==> src/rtl/amo_ser_pkg.sv <==
package amo_ser_pkg;

  typedef enum logic [1:0] {
    KIND_LOAD   = 2'b00,
    KIND_STORE  = 2'b01,
    KIND_ATOMIC = 2'b10,
    KIND_RSVD   = 2'b11
  } req_kind_e;

  typedef enum logic [1:0] {
    ST_IDLE  = 2'b00,
    ST_DRAIN = 2'b01,
    ST_ISSUE = 2'b10,
    ST_WAIT  = 2'b11
  } ser_state_e;

endpackage

==> src/rtl/amo_drain_detect.sv <==
module amo_drain_detect #(
  parameter int CNT_W = 4
) (
  input  logic [CNT_W-1:0] rd_pend_i,
  input  logic [CNT_W-1:0] wr_pend_i,
  output logic             drained_o
);
  localparam logic [CNT_W-1:0] ZERO = '0;

  always_comb begin
    drained_o = (rd_pend_i == ZERO) && (wr_pend_i == ZERO);
  end
endmodule

==> src/rtl/amo_hold_reg.sv <==
module amo_hold_reg #(
  parameter int PAY_W = 32
) (
  input  logic             clk_i,
  input  logic             rst_ni,
  input  logic             load_i,
  input  logic [PAY_W-1:0] d_i,
  output logic [PAY_W-1:0] q_o
);
  logic [PAY_W-1:0] q_d;

  always_comb begin
    q_d = q_o;
    if (load_i) q_d = d_i;
  end

  always_ff @(posedge clk_i or negedge rst_ni) begin
    if (!rst_ni) q_o <= '0;
    else         q_o <= q_d;
  end

  // payload held unless a new atomic is loaded
  a_r6_payload_held: assert property (@(posedge clk_i) disable iff (!rst_ni)
    !load_i |=> $stable(q_o));
endmodule

==> src/rtl/amo_err_gen.sv <==
module amo_err_gen #(
  parameter bit ENABLE = 1'b1
) (
  input  logic clk_i,
  input  logic rst_ni,
  input  logic amo_hs_i,
  output logic err_o
);
  localparam logic REJECT = !ENABLE;
  logic err_d;

  always_comb begin
    err_d = amo_hs_i & REJECT;
  end

  always_ff @(posedge clk_i or negedge rst_ni) begin
    if (!rst_ni) err_o <= 1'b0;
    else         err_o <= err_d;
  end

  // an error strobe only follows an accepted atomic
  a_r10_err_follows_atomic: assert property (@(posedge clk_i) disable iff (!rst_ni)
    err_o |-> $past(amo_hs_i));
  // no error strobe when atomics are supported
  a_r11_no_err_enabled: assert property (@(posedge clk_i) disable iff (!rst_ni)
    ENABLE |-> !err_o);
endmodule

==> src/rtl/amo_ser_fsm.sv <==
module amo_ser_fsm
  import amo_ser_pkg::*;
(
  input  logic clk_i,
  input  logic rst_ni,
  input  logic take_amo_i,
  input  logic drained_i,
  input  logic amo_done_i,
  output logic req_ready_o,
  output logic amo_issue_o,
  output logic busy_o
);
  ser_state_e state_q, state_d;

  always_comb begin
    state_d = state_q;
    unique case (state_q)
      ST_IDLE:  if (take_amo_i) state_d = ST_DRAIN;
      ST_DRAIN: if (drained_i)  state_d = ST_ISSUE;
      ST_ISSUE: state_d = ST_WAIT;
      ST_WAIT:  if (amo_done_i) state_d = ST_IDLE;
      default:  state_d = ST_IDLE;
    endcase
  end

  always_ff @(posedge clk_i or negedge rst_ni) begin
    if (!rst_ni) state_q <= ST_IDLE;
    else         state_q <= state_d;
  end

  always_comb begin
    req_ready_o = (state_q == ST_IDLE);
    amo_issue_o = (state_q == ST_ISSUE);
    busy_o      = (state_q != ST_IDLE);
  end

  // a taken atomic blocks the requesters on the next cycle
  a_r3_take_blocks: assert property (@(posedge clk_i) disable iff (!rst_ni)
    take_amo_i |=> (busy_o && !req_ready_o));
  // no issue while anything is still pending
  a_r4_no_early_issue: assert property (@(posedge clk_i) disable iff (!rst_ni)
    (state_q == ST_DRAIN && !drained_i) |=> !amo_issue_o);
  // issue only after a drained edge, and for one cycle
  a_r5_issue_after_drain: assert property (@(posedge clk_i) disable iff (!rst_ni)
    amo_issue_o |-> $past(drained_i));
  a_r5_single_issue: assert property (@(posedge clk_i) disable iff (!rst_ni)
    amo_issue_o |=> !amo_issue_o);
  // remain busy until the response arrives
  a_r7_wait_for_done: assert property (@(posedge clk_i) disable iff (!rst_ni)
    (state_q == ST_WAIT && !amo_done_i) |=> busy_o);
  // a response during the drain is ignored
  a_r8_done_ignored: assert property (@(posedge clk_i) disable iff (!rst_ni)
    (state_q == ST_DRAIN && amo_done_i) |=> busy_o);
endmodule

==> src/rtl/amo_serializer.sv <==
module amo_serializer
  import amo_ser_pkg::*;
#(
  parameter int PAY_W  = 32,
  parameter int CNT_W  = 4,
  parameter bit AMO_EN = 1'b1
) (
  input  logic             clk_i,
  input  logic             rst_ni,
  input  logic             req_valid_i,
  input  logic [1:0]       req_kind_i,
  input  logic [PAY_W-1:0] req_data_i,
  output logic             req_ready_o,
  input  logic [CNT_W-1:0] rd_pend_i,
  input  logic [CNT_W-1:0] wr_pend_i,
  input  logic             amo_done_i,
  output logic             amo_issue_o,
  output logic [PAY_W-1:0] amo_data_o,
  output logic             busy_o,
  output logic             err_valid_o
);
  localparam logic SUPPORT = AMO_EN;

  logic amo_hs, take_amo, drained;

  always_comb begin
    amo_hs   = req_valid_i && req_ready_o && (req_kind_i == KIND_ATOMIC);
    take_amo = amo_hs && SUPPORT;
  end

  amo_drain_detect #(.CNT_W(CNT_W)) u_drain (
    .rd_pend_i (rd_pend_i),
    .wr_pend_i (wr_pend_i),
    .drained_o (drained)
  );

  amo_ser_fsm u_fsm (
    .clk_i       (clk_i),
    .rst_ni      (rst_ni),
    .take_amo_i  (take_amo),
    .drained_i   (drained),
    .amo_done_i  (amo_done_i),
    .req_ready_o (req_ready_o),
    .amo_issue_o (amo_issue_o),
    .busy_o      (busy_o)
  );

  amo_hold_reg #(.PAY_W(PAY_W)) u_hold (
    .clk_i  (clk_i),
    .rst_ni (rst_ni),
    .load_i (take_amo),
    .d_i    (req_data_i),
    .q_o    (amo_data_o)
  );

  amo_err_gen #(.ENABLE(AMO_EN)) u_err (
    .clk_i    (clk_i),
    .rst_ni   (rst_ni),
    .amo_hs_i (amo_hs),
    .err_o    (err_valid_o)
  );

  // with support off, the block never becomes busy
  a_r10_never_busy: assert property (@(posedge clk_i) disable iff (!rst_ni)
    !SUPPORT |-> (!busy_o && !amo_issue_o));
  // non-atomic traffic never starts the serialization
  a_r2_plain_no_busy: assert property (@(posedge clk_i) disable iff (!rst_ni)
    (!busy_o && !(req_valid_i && req_kind_i == KIND_ATOMIC)) |=> !busy_o);
endmodule

==> config.mk <==
export PLATFORM = sky130hd
export DESIGN_NAME = amo_serializer
export DESIGN_NICKNAME = d
export VERILOG_FILES = /design/src/rtl/amo_ser_pkg.sv /design/src/rtl/amo_drain_detect.sv /design/src/rtl/amo_hold_reg.sv /design/src/rtl/amo_err_gen.sv /design/src/rtl/amo_ser_fsm.sv /design/src/rtl/amo_serializer.sv
export SDC_FILE = /design/constraint.sdc
export NUM_CORES = 1
export LEC_CHECK = 0
export CAP_MARGIN = 30
export CORE_MARGIN = 4
export CORE_UTILIZATION = 23
export DETAILED_ROUTE_END_ITERATION = 8
export MAX_ROUTING_LAYER = met4
export PLACE_DENSITY = 0.58
export SKIP_CTS_REPAIR_TIMING = 1
export SLEW_MARGIN = 20
export SYNTH_ARGS = -nofsm -noshare
export SYNTH_HDL_FRONTEND = slang
export SYNTH_HIERARCHICAL = 1
export SYNTH_SLANG_ARGS = --single-unit
==> constraint.sdc <==
create_clock -name clk_i -period 4.3 [get_ports clk_i]
set_input_delay 0.86 -clock clk_i [delete_from_list [all_inputs] [get_ports clk_i]]
set_output_delay 0.86 -clock clk_i [all_outputs]
set_load 0.01 [all_outputs]
---- After elaboration in Yosys (flattened, before gate mapping) ----
Cells that the tools add are included.
storage, ports and cells
  logic and storage cells ................. 21
  flip-flop bits (word level) ............. 34
operators by class
  multiplexer cells ....................... 4
  reductions and logical operators ........ 8
  equality and inequality tests ........... 7
operators with widths
  cell                                            number
  zero test 4 bit                                 2
  one-hot mux 2 bit (4 select lines)              1
  == test 2 bit (second input constant)           3
  two-way mux 2 bit                               3
  != test 2 bit (second input constant)           2
  logical AND 1 bit                               3
  AND reduction 3 bit                             1
  == test 2 x 1 -> 1 bit (second input constant)  1
  zero test 2 bit                                 1
  != test 2 x 1 -> 1 bit (second input constant)  1
  nonzero test 2 bit                              1

---- Logic depth before layout (Yosys ltp) ----
Gate-level depths: netlist (run 1).
  depth after elaboration ................. 5
  depth in mapped cells ................... 6

---- Modules after synthesis ----
The synthesis (run 1) kept the hierarchy.
modules (own cells, without submodules)
  module            instances  cells each  sequential area each (µm²)  area an instance (µm²)
  amo_hold_reg      1          68          800.8                       1345.0
  amo_ser_fsm       1          16          50.0                        157.7
  amo_drain_detect  1          3           0.0                         18.8
  amo_err_gen       1          2           0.0                         11.3
  amo_serializer    1          1           0.0                         10.0

---- Worst setup path after synthesis (run 1) ----
OpenSTA, ideal clock, no wires.
  kind .................................... input-to-reg
  from .................................... input wr_pend_i[3]
  to ...................................... register u_fsm.state_q[1]
  stages .................................. 5
  required time ........................... 4.173 ns
  data arrival time ....................... 2.287 ns
  buffers on the path ..................... 0
  setup slack ............................. 1.885 ns
  cell sequence ........................... or4_1 > nor2_1 > inv_1 > a222oi_1 > mux2_1
on the way
  longest elaborated chain between the ends .. 4
RTL lines
  what                           RTL line                source
  start: declaration             amo_serializer.sv:15    input logic [CNT_W-1:0] wr_pend_i,
  zero test 4 bit                amo_drain_detect.sv:11  drained_o = (rd_pend_i == ZERO) && (wr_pend_i == ZERO);
  logical AND 1 bit              amo_drain_detect.sv:11
  net drained                    amo_serializer.sv:24    logic amo_hs, take_amo, drained;
  != test 2 bit (no line)        --
  AND reduction 3 bit (no line)  --
  end signal: assignment         amo_ser_fsm.sv:28       else state_q <= state_d;
  end: declaration               amo_ser_fsm.sv:13       ser_state_e state_q, state_d;
The timed path passes the listed nets, and every way through them passes these cells.
A chain may end at the register's enable or synchronous reset.

---- Worst setup path in the final report (run 1) ----
Ends and elaborated chain as after synthesis.

==> results.ini, run 1 <==
[synth]
synth.avg_cell_area_um2 = 17.1
synth_nets = 140
syn-cell-area_mm2 = 0.00154
syn_inst = 90
synth-seq-cells = 34
ys_seq_area_share_pct = 55.2
ys_warn_count = 6
ys_types = 15

[cts]
cts.htree.levels = 2
path_clk_slew_ns = 0.07
cts_num_sinks = 34
cts_root_buf = clkbuf_8
cts_tree = yes
clk_latency_ns = 0.28
cts_made_buffers = 5
clock_path_buffers = 2

[layout]
n_antenna_cell = 0
final_core_util_pct = 38.3
area_delta_synth_final_pct = 59.4
regArea_um2 = 851
nets = 223
drive_above_1_share_pct = 24.7
fillers = 626
multi_input_area_um2 = 592
finalInstanceArea_mm2 = 0.00246

[critical_path]
critPathRequiredTime_ns = 4.46
worst_setup_path_end_kind = flop
critPathLaunch = wr_pend_i[3]
timing.rr.end = u_hold/q_o[31]
cp-start-kind = primary input
critPathKind = primary input to flop
reg2reg_from = u_fsm/state_q[0]
crit_end = u_fsm/state_q[1]
crit_arrival_ns = 2.75
r2r_slack_ns = 2.04
worstRegToRegCells = 5
path_max_fanout = 2

[floorplan]
initial_core_util_pct = 24.0
row_count = 29
core_area_mm2 = 0.00642
dieHeight_um = 89.9
die_width_um = 89.9
io_pins = 82
die_area_mm2 = 0.00808

[drt]
post-route-drc-count = 0
drt-total-wl_mm = 3.31
dr.pass1.iters = 5
wire_per_inst_um = 13.2
via_count = 992
antenna_left = 0
vias_per_cell = 3.95
drt_iter0_markers = 8

[sta]
tightestPinTransition_ns = 0.742
slew_headroom_pct = 50.6
hold_slack_ns = 0.507
rsz0062_at_grt = no
timing.final.hold_violations = 0
finalCritPeriodShare_pct = 60.2
finClkSkew_ns = 0.00606
final_max_slew_viol_count = 0
fin_crit_ns = 2.59
setup_viol = 0
tns_ns = 0
fmax_ghz = 0.386

[power_and_ir_drop]
p_per_area_mw_per_mm2 = 643
leakagePower_nw = 1.06
finalPower_w = 0.00158
ir_worst_vdd_uv = 251

[global_routing]
gr-total-overflow = 0
antenna_found_initial = 0
grtUsageTotal_pct = 8.79
grt_pass1_wl_mm = 5.58
first_global_vias = 1169
grt_max_degree = 35

[placed_design]
gp_congestion = 0.667
portBuffers = 80
dp_hpwl_mm = 2.43
placed_cell_area_mm2 = 0.00236

[hold_path]
hp-class = flop to flop

[flow_run]
max-cap-violations = 0

[status]
outcome = complete, no violations

==> state kept, by name (all words and copies together), names as in the netlist <==
signal and cells:
u_fsm/state_q 2, u_hold/q_o 32
==> cell usage in the layout (no fill, tap or decap), drive strengths merged <==
cell and count:
or4 2, a222oi 1, buf 2, mux2i 1
clkbuf 6, clkinvlp 1, inv 6, and4b 1
clkinv 1, conb 1, clkdlybuf4s50 79, dfrtp 34
mux2 33, ha 4, nor2 2
==> Yosys cell counts <==
cell type / count / share of area (%)
conb_1: 1 / 0.24
buf_12: 3 / 3.9
mux2_1: 1 / 0.73
or4_1: 2 / 0.97
mux2_2: 2 / 1.5
mux2_4: 30 / 29
mux2i_1: 1 / 0.65
ha_1: 4 / 3.2
nor2_1: 2 / 0.49
a222oi_1: 1 / 0.65
inv_1: 6 / 1.5
buf_6: 1 / 0.73
and4b_1: 1 / 0.65
buf_4: 1 / 0.49
dfrtp_1: 34 / 55
==> worst max-delay path, cell delays in order <==
cell and delay, ns:
clkdlybuf4s50_1 0.39, or4_1 0.51, nor2_1 0.11, inv_1 0.05
a222oi_1 0.47, mux2_1 0.36
==> cells by family after synthesis <==
logic type / Yosys count / synth area share, %
flops: 34 / 55.2
mux: 34 / 32.0
buf+inv: 11 / 6.57
fa+ha+maj: 4 / 3.24
simple gates: 5 / 2.11
compound gates: 1 / 0.649
other cells: 1 / 0.243
==> worst min path at each step <==
stage / from / end / slack, ns / cells after the start
after global routing: u_hold/q_o[4] / u_hold/q_o[4] / 0.53 / 1
after global placement: u_hold/q_o[31] / u_hold/q_o[31] / 0.49 / 1
after CTS: u_hold/q_o[5] / u_hold/q_o[5] / 0.51 / 1
final: u_hold/q_o[5] / u_hold/q_o[5] / 0.51 / 1
after floorplan: u_fsm/state_q[1] / u_fsm/state_q[1] / 0.51 / 1
after detailed placement: u_hold/q_o[5] / u_hold/q_o[5] / 0.49 / 1
==> metrics by stage <==
stage | std cells | worst slack [ns]
global placement | 243 | 1.44
detailed placement | 243 | 1.43
floorplan | 90 | 1.89
finish | 251 | 1.71
CTS | 251 | 1.73
global route | 251 | 1.55
==> cell type report <==
class | instances | share of cell area [%]
multi-input cells | 45 | 24.1
inverters | 6 | 0.916
repair buffers | 81 | 32.7
clock inverters | 2 | 0.509
well taps | 77 | 3.92
clock buffers | 6 | 3.36
flip-flops and latches | 34 | 34.6
==> power breakdown <==
part / internal, W / switching [W]
logic: 0.000528 / 0.000248
clock network: 0.000129 / 0.000115
registers: 0.000478 / 0.0000846
total: 0.00113 / 0.000447
==> metal layers <==
layer	vias up	wire length [um]	track usage, %
met1	465	1550	10.9
met2	53	1470	13.3
met5	-	0	-
met3	4	269	3.59
li1	470	-	-
met4	0	20	2.30
(Power assumes the default switching activity.)
==> run 2: changes to the inputs <==
==> constraint.sdc (replaced) <==
create_clock -name clk_i -period 2.4 [get_ports clk_i]
set_input_delay 0.48 -clock clk_i [delete_from_list [all_inputs] [get_ports clk_i]]
set_output_delay 0.48 -clock clk_i [all_outputs]
set_load 0.01 [all_outputs]
==> results.ini, run 2 (same netlist as run 1, synthesis figures left out) <==
[status]
outcome = complete, no violations

[layout]
n_antenna_cell = 0
finalInstanceArea_mm2 = 0.00249
layout_commonest_cell = clkdlybuf4s50_1
regMostFlops = u_hold/q_o
largest_register_ffs = 32
area_delta_synth_final_pct = 61.4
final_cell_mix = clkdlybuf4s50_1 (79), dfrtp_1 (34), mux2_4 (30)
reg.largest.list = u_hold/q_o (32), u_fsm/state_q (2)
nets = 225
drive_above_1_share_pct = 25.6
final_core_util_pct = 38.8

[critical_path]
crit_chain = clkdlybuf4s50_1, or4_1, nor2_1, inv_1, a222oi_1, mux2_1
path_depth = 6
cpLargestDelayFamily = simple AND/OR/NAND/NOR gates
cp-start-kind = primary input
critPathKind = primary input to flop
path_max_fanout = 2
worst_setup_path_end_kind = flop
critPathRequiredTime_ns = 2.56
worstRegToRegCells = 6
path_buf_inv = 2
crit_arrival_ns = 2.30
cpPeakStageDelay_ns = 0.51
slowest_stage = or4_1

[cts]
cts_num_sinks = 34
path_clk_slew_ns = 0.07
cts_root_buf = clkbuf_8
cts.htree.levels = 2
clock_path_buffers = 2
clk_latency_ns = 0.27
cts_tree = yes
cts_made_buffers = 5

[drt]
drt-total-wl_mm = 3.28
drt_iter0_markers = 13
vias_per_cell = 3.97
via_count = 1004
dr.pass1.iters = 4
antenna_left = 0
wire_per_inst_um = 13.0
post-route-drc-count = 0

[floorplan]
row_count = 29
dieHeight_um = 89.9
io_pins = 82
initial_core_util_pct = 24.0
die_area_mm2 = 0.00808
core_area_mm2 = 0.00642
die_width_um = 89.9

[placed_design]
dp_hpwl_mm = 2.45
placed_cell_area_mm2 = 0.00238
place_ws_ns = -0.0426
gp_congestion = 0.620
portBuffers = 80

[sta]
slew_headroom_pct = 50.5
fin_ws_ns = 0.257
fmax_ghz = 0.467
rsz0062_at_grt = no
final_max_slew_viol_count = 0
setup_viol = 0
tightestPinTransition_ns = 0.743
fin_crit_ns = 2.14
timing.final.hold_violations = 0
finalCritPeriodShare_pct = 89.3
finClkSkew_ns = 0.00232
tns_ns = 0

[global_routing]
gr-total-overflow = 0
antenna_found_initial = 0
first_global_vias = 1152
grt_max_degree = 35
grt_pass1_wl_mm = 5.47
grtUsageTotal_pct = 8.44

[power_and_ir_drop]
ir_worst_vdd_uv = 457
leakagePower_nw = 1.08
finalPower_w = 0.00291
p_per_area_mw_per_mm2 = 1170

[flow_run]
max-cap-violations = 0

[hold_path]
hp-class = primary input to async pin

==> run 2: power by group <==
part / internal (W) / switching, W
clock network: 0.000290 / 0.000199
registers: 0.000857 / 0.000156
logic: 0.000962 / 0.000441
==> run 2: worst paths after layout <==
path	startpoint	end	slack [ns]
setup / recovery	wr_pend_i[3]	u_fsm/state_q[1]	0.26
hold / removal	rst_ni	u_hold/q_o[18]	0.27
setup reg to reg	u_fsm/state_q[0]	u_fsm/state_q[1]	0.54
hold reg to reg	u_hold/q_o[31]	u_hold/q_o[31]	0.51
max in group asynchronous	rst_ni	u_hold/q_o[1]	1.66
min in group clk_i	u_hold/q_o[31]	u_hold/q_o[31]	0.51
==> run 2: cell type report <==
type | instances | area (um2)
clock buffers | 8 | 110
fillers | 617 | 3930
inverters | 6 | 22.5
multi-input cells | 45 | 592
flip-flops and latches | 34 | 851
well taps | 77 | 96.3
repair buffers | 83 | 818
==> run 2: worst register-to-register path, stage by stage, from the launching register on <==
cell and delay [ns]:
dfrtp_1 0.40, inv_1 0.11, ha_1 0.26, and4b_2 0.27, inv_1 0.04, a222oi_1 0.31
mux2_1 0.36
==> run 2: through the flow <==
stage / cells / hold WS (ns)
after floorplan: 90 / 0.184
after global placement: 245 / 0.490
after detailed placement: 245 / 0.492
after CTS: 253 / 0.295
after global routing: 253 / 0.328
final: 253 / 0.266
==> run 2: per-layer routing <==
metal,vias to the layer above,global-route usage (%),part of all wire (%)
met4,0,1.53,0
met2,52,13.3,46
met5,-,-,0
met1,479,10.3,46
li1,473,-,-
met3,0,3.51,8.3
==> run 3: changes to the inputs <==
--- a/config.mk
+++ b/config.mk
@@ -10,7 +10,6 @@
 export CORE_UTILIZATION = 23
 export DETAILED_ROUTE_END_ITERATION = 8
 export MAX_ROUTING_LAYER = met4
-export PLACE_DENSITY = 0.58
 export SKIP_CTS_REPAIR_TIMING = 1
 export SLEW_MARGIN = 20
 export SYNTH_ARGS = -nofsm -noshare
==> results.ini, run 3 (same netlist as run 1, synthesis figures left out) <==
[layout]
regMostFlops = u_hold/q_o
reg.largest.list = u_hold/q_o (32), u_fsm/state_q (2)
largest_register_ffs = 32
fillers = 622
nets = 225
drive_above_1_share_pct = 25.6
final_cell_mix = clkdlybuf4s50_1 (79), dfrtp_1 (34), mux2_4 (30)
area_delta_synth_final_pct = 60.4
n_antenna_cell = 0
layout_commonest_cell = clkdlybuf4s50_1

[floorplan]
io_pins = 82
die_area_mm2 = 0.00808
initial_core_util_pct = 24.0
dieHeight_um = 89.9
die_width_um = 89.9
row_count = 29
core_area_mm2 = 0.00642

[sta]
slew_headroom_pct = 50.1
fin_crit_ns = 2.16
fmax_ghz = 0.462
finalCritPeriodShare_pct = 90.1
setup_viol = 0
final_max_slew_viol_count = 0
finClkSkew_ns = 0.00372
tns_ns = 0
hold_slack_ns = 0.264
tightestPinTransition_ns = 0.748
rsz0062_at_grt = no
timing.final.hold_violations = 0

[placed_design]
gp_congestion = 0.648
portBuffers = 80
dp_hpwl_mm = 2.57

[flow_run]
max-cap-violations = 0

[cts]
path_clk_slew_ns = 0.07
cts_root_buf = clkbuf_8
cts_num_sinks = 34
cts.htree.levels = 2
cts_tree = yes
cts_made_buffers = 5
clock_path_buffers = 2
clk_latency_ns = 0.28

[critical_path]
critPathRequiredTime_ns = 2.56
critPathKind = primary input to flop
path_max_fanout = 2
crit_chain = clkdlybuf4s50_1, or4_1, nor2_1, inv_1, a222oi_1, mux2_1
worst_setup_path_end_kind = flop
slowest_stage = or4_1
cp-start-kind = primary input
cpPeakStageDelay_ns = 0.51
crit_arrival_ns = 2.32

[global_routing]
antenna_found_initial = 0
gr-total-overflow = 0
grt_pass1_wl_mm = 5.66
grt_max_degree = 35
grtUsageTotal_pct = 8.73
first_global_vias = 1160

[drt]
wire_per_inst_um = 13.2
via_count = 993
drt_iter0_markers = 17
dr.pass1.iters = 3
post-route-drc-count = 0
vias_per_cell = 3.92
antenna_left = 0
drt-total-wl_mm = 3.33

[power_and_ir_drop]
ir_worst_vdd_uv = 381
p_per_area_mw_per_mm2 = 1150
leakagePower_nw = 1.07

[hold_path]
hp-class = primary input to async pin

[status]
outcome = complete, no violations

run 3: cell count changes in the layout (fill, tap and decap cells not counted), sizes merged:
| cell | change |
|---|---|
| clkbuf | -2 |
| clkinv | +1 |
| clkinvlp | +1 |
run 3: worst max-delay path, delay by kind of cell:
| kind | cells | cell delay [ns] |
|---|---|---|
| mux | 1 | 0.36 |
| buf+inv | 2 | 0.44 |
| simple gates | 2 | 0.63 |
| compound gates | 1 | 0.42 |
run 3: cell type report:
cell class              count  area (um2)  area share [%]
flip-flops and latches     34         851            34.4
repair buffers             83         818            33.1
multi-input cells          45         592            23.9
well taps                  77        96.3            3.89
clock buffers               6        82.6            3.34
inverters                   6        22.5           0.910
clock inverters             2        12.5           0.506
run 3: power breakdown:
group | switching [W] | internal, W | leakage (nW)
logic | 0.000441 | 0.000962 | 0.612
clock network | 0.000207 | 0.000231 | 0.0472
registers | 0.000157 | 0.000857 | 0.414
run 3: stage by stage:
| stage | power, W | cells | instance area, um2 | setup slack, ns | util, % |
|---|---|---|---|---|---|
| finish | 0.00285 | 253 | 2470 | 0.237 | 38.5 |
| global route | 0.00304 | 253 | 2470 | 0.0938 | 38.5 |
| CTS | 0.00292 | 253 | 2470 | 0.247 | 38.5 |
| detailed placement | 0.00245 | 245 | 2380 | -0.0645 | 37.1 |
| global placement | 0.00244 | 245 | 2380 | -0.0245 | 37.1 |
| floorplan | 0.00169 | 90 | 1540 | 0.365 | - |
run 3: worst paths after layout:
path,from,end,slack [ns],cells past startpoint
worst max register to register,u_fsm/state_q[0],u_hold/q_o[31],0.50,5
worst min register to register,u_hold/q_o[7],u_hold/q_o[7],0.51,1
worst max-delay path,wr_pend_i[3],u_fsm/state_q[1],0.24,6
max in group asynchronous,rst_ni,u_hold/q_o[23],1.66,1
worst min-delay path,rst_ni,u_hold/q_o[2],0.26,1
min in group clk_i,u_hold/q_o[7],u_hold/q_o[7],0.51,1
run 3: layer usage:
metal	track usage (%)	wire [um]
met1	10.2	1460
met2	14.3	1600
met3	3.34	261
met4	1.91	6
met5	-	0
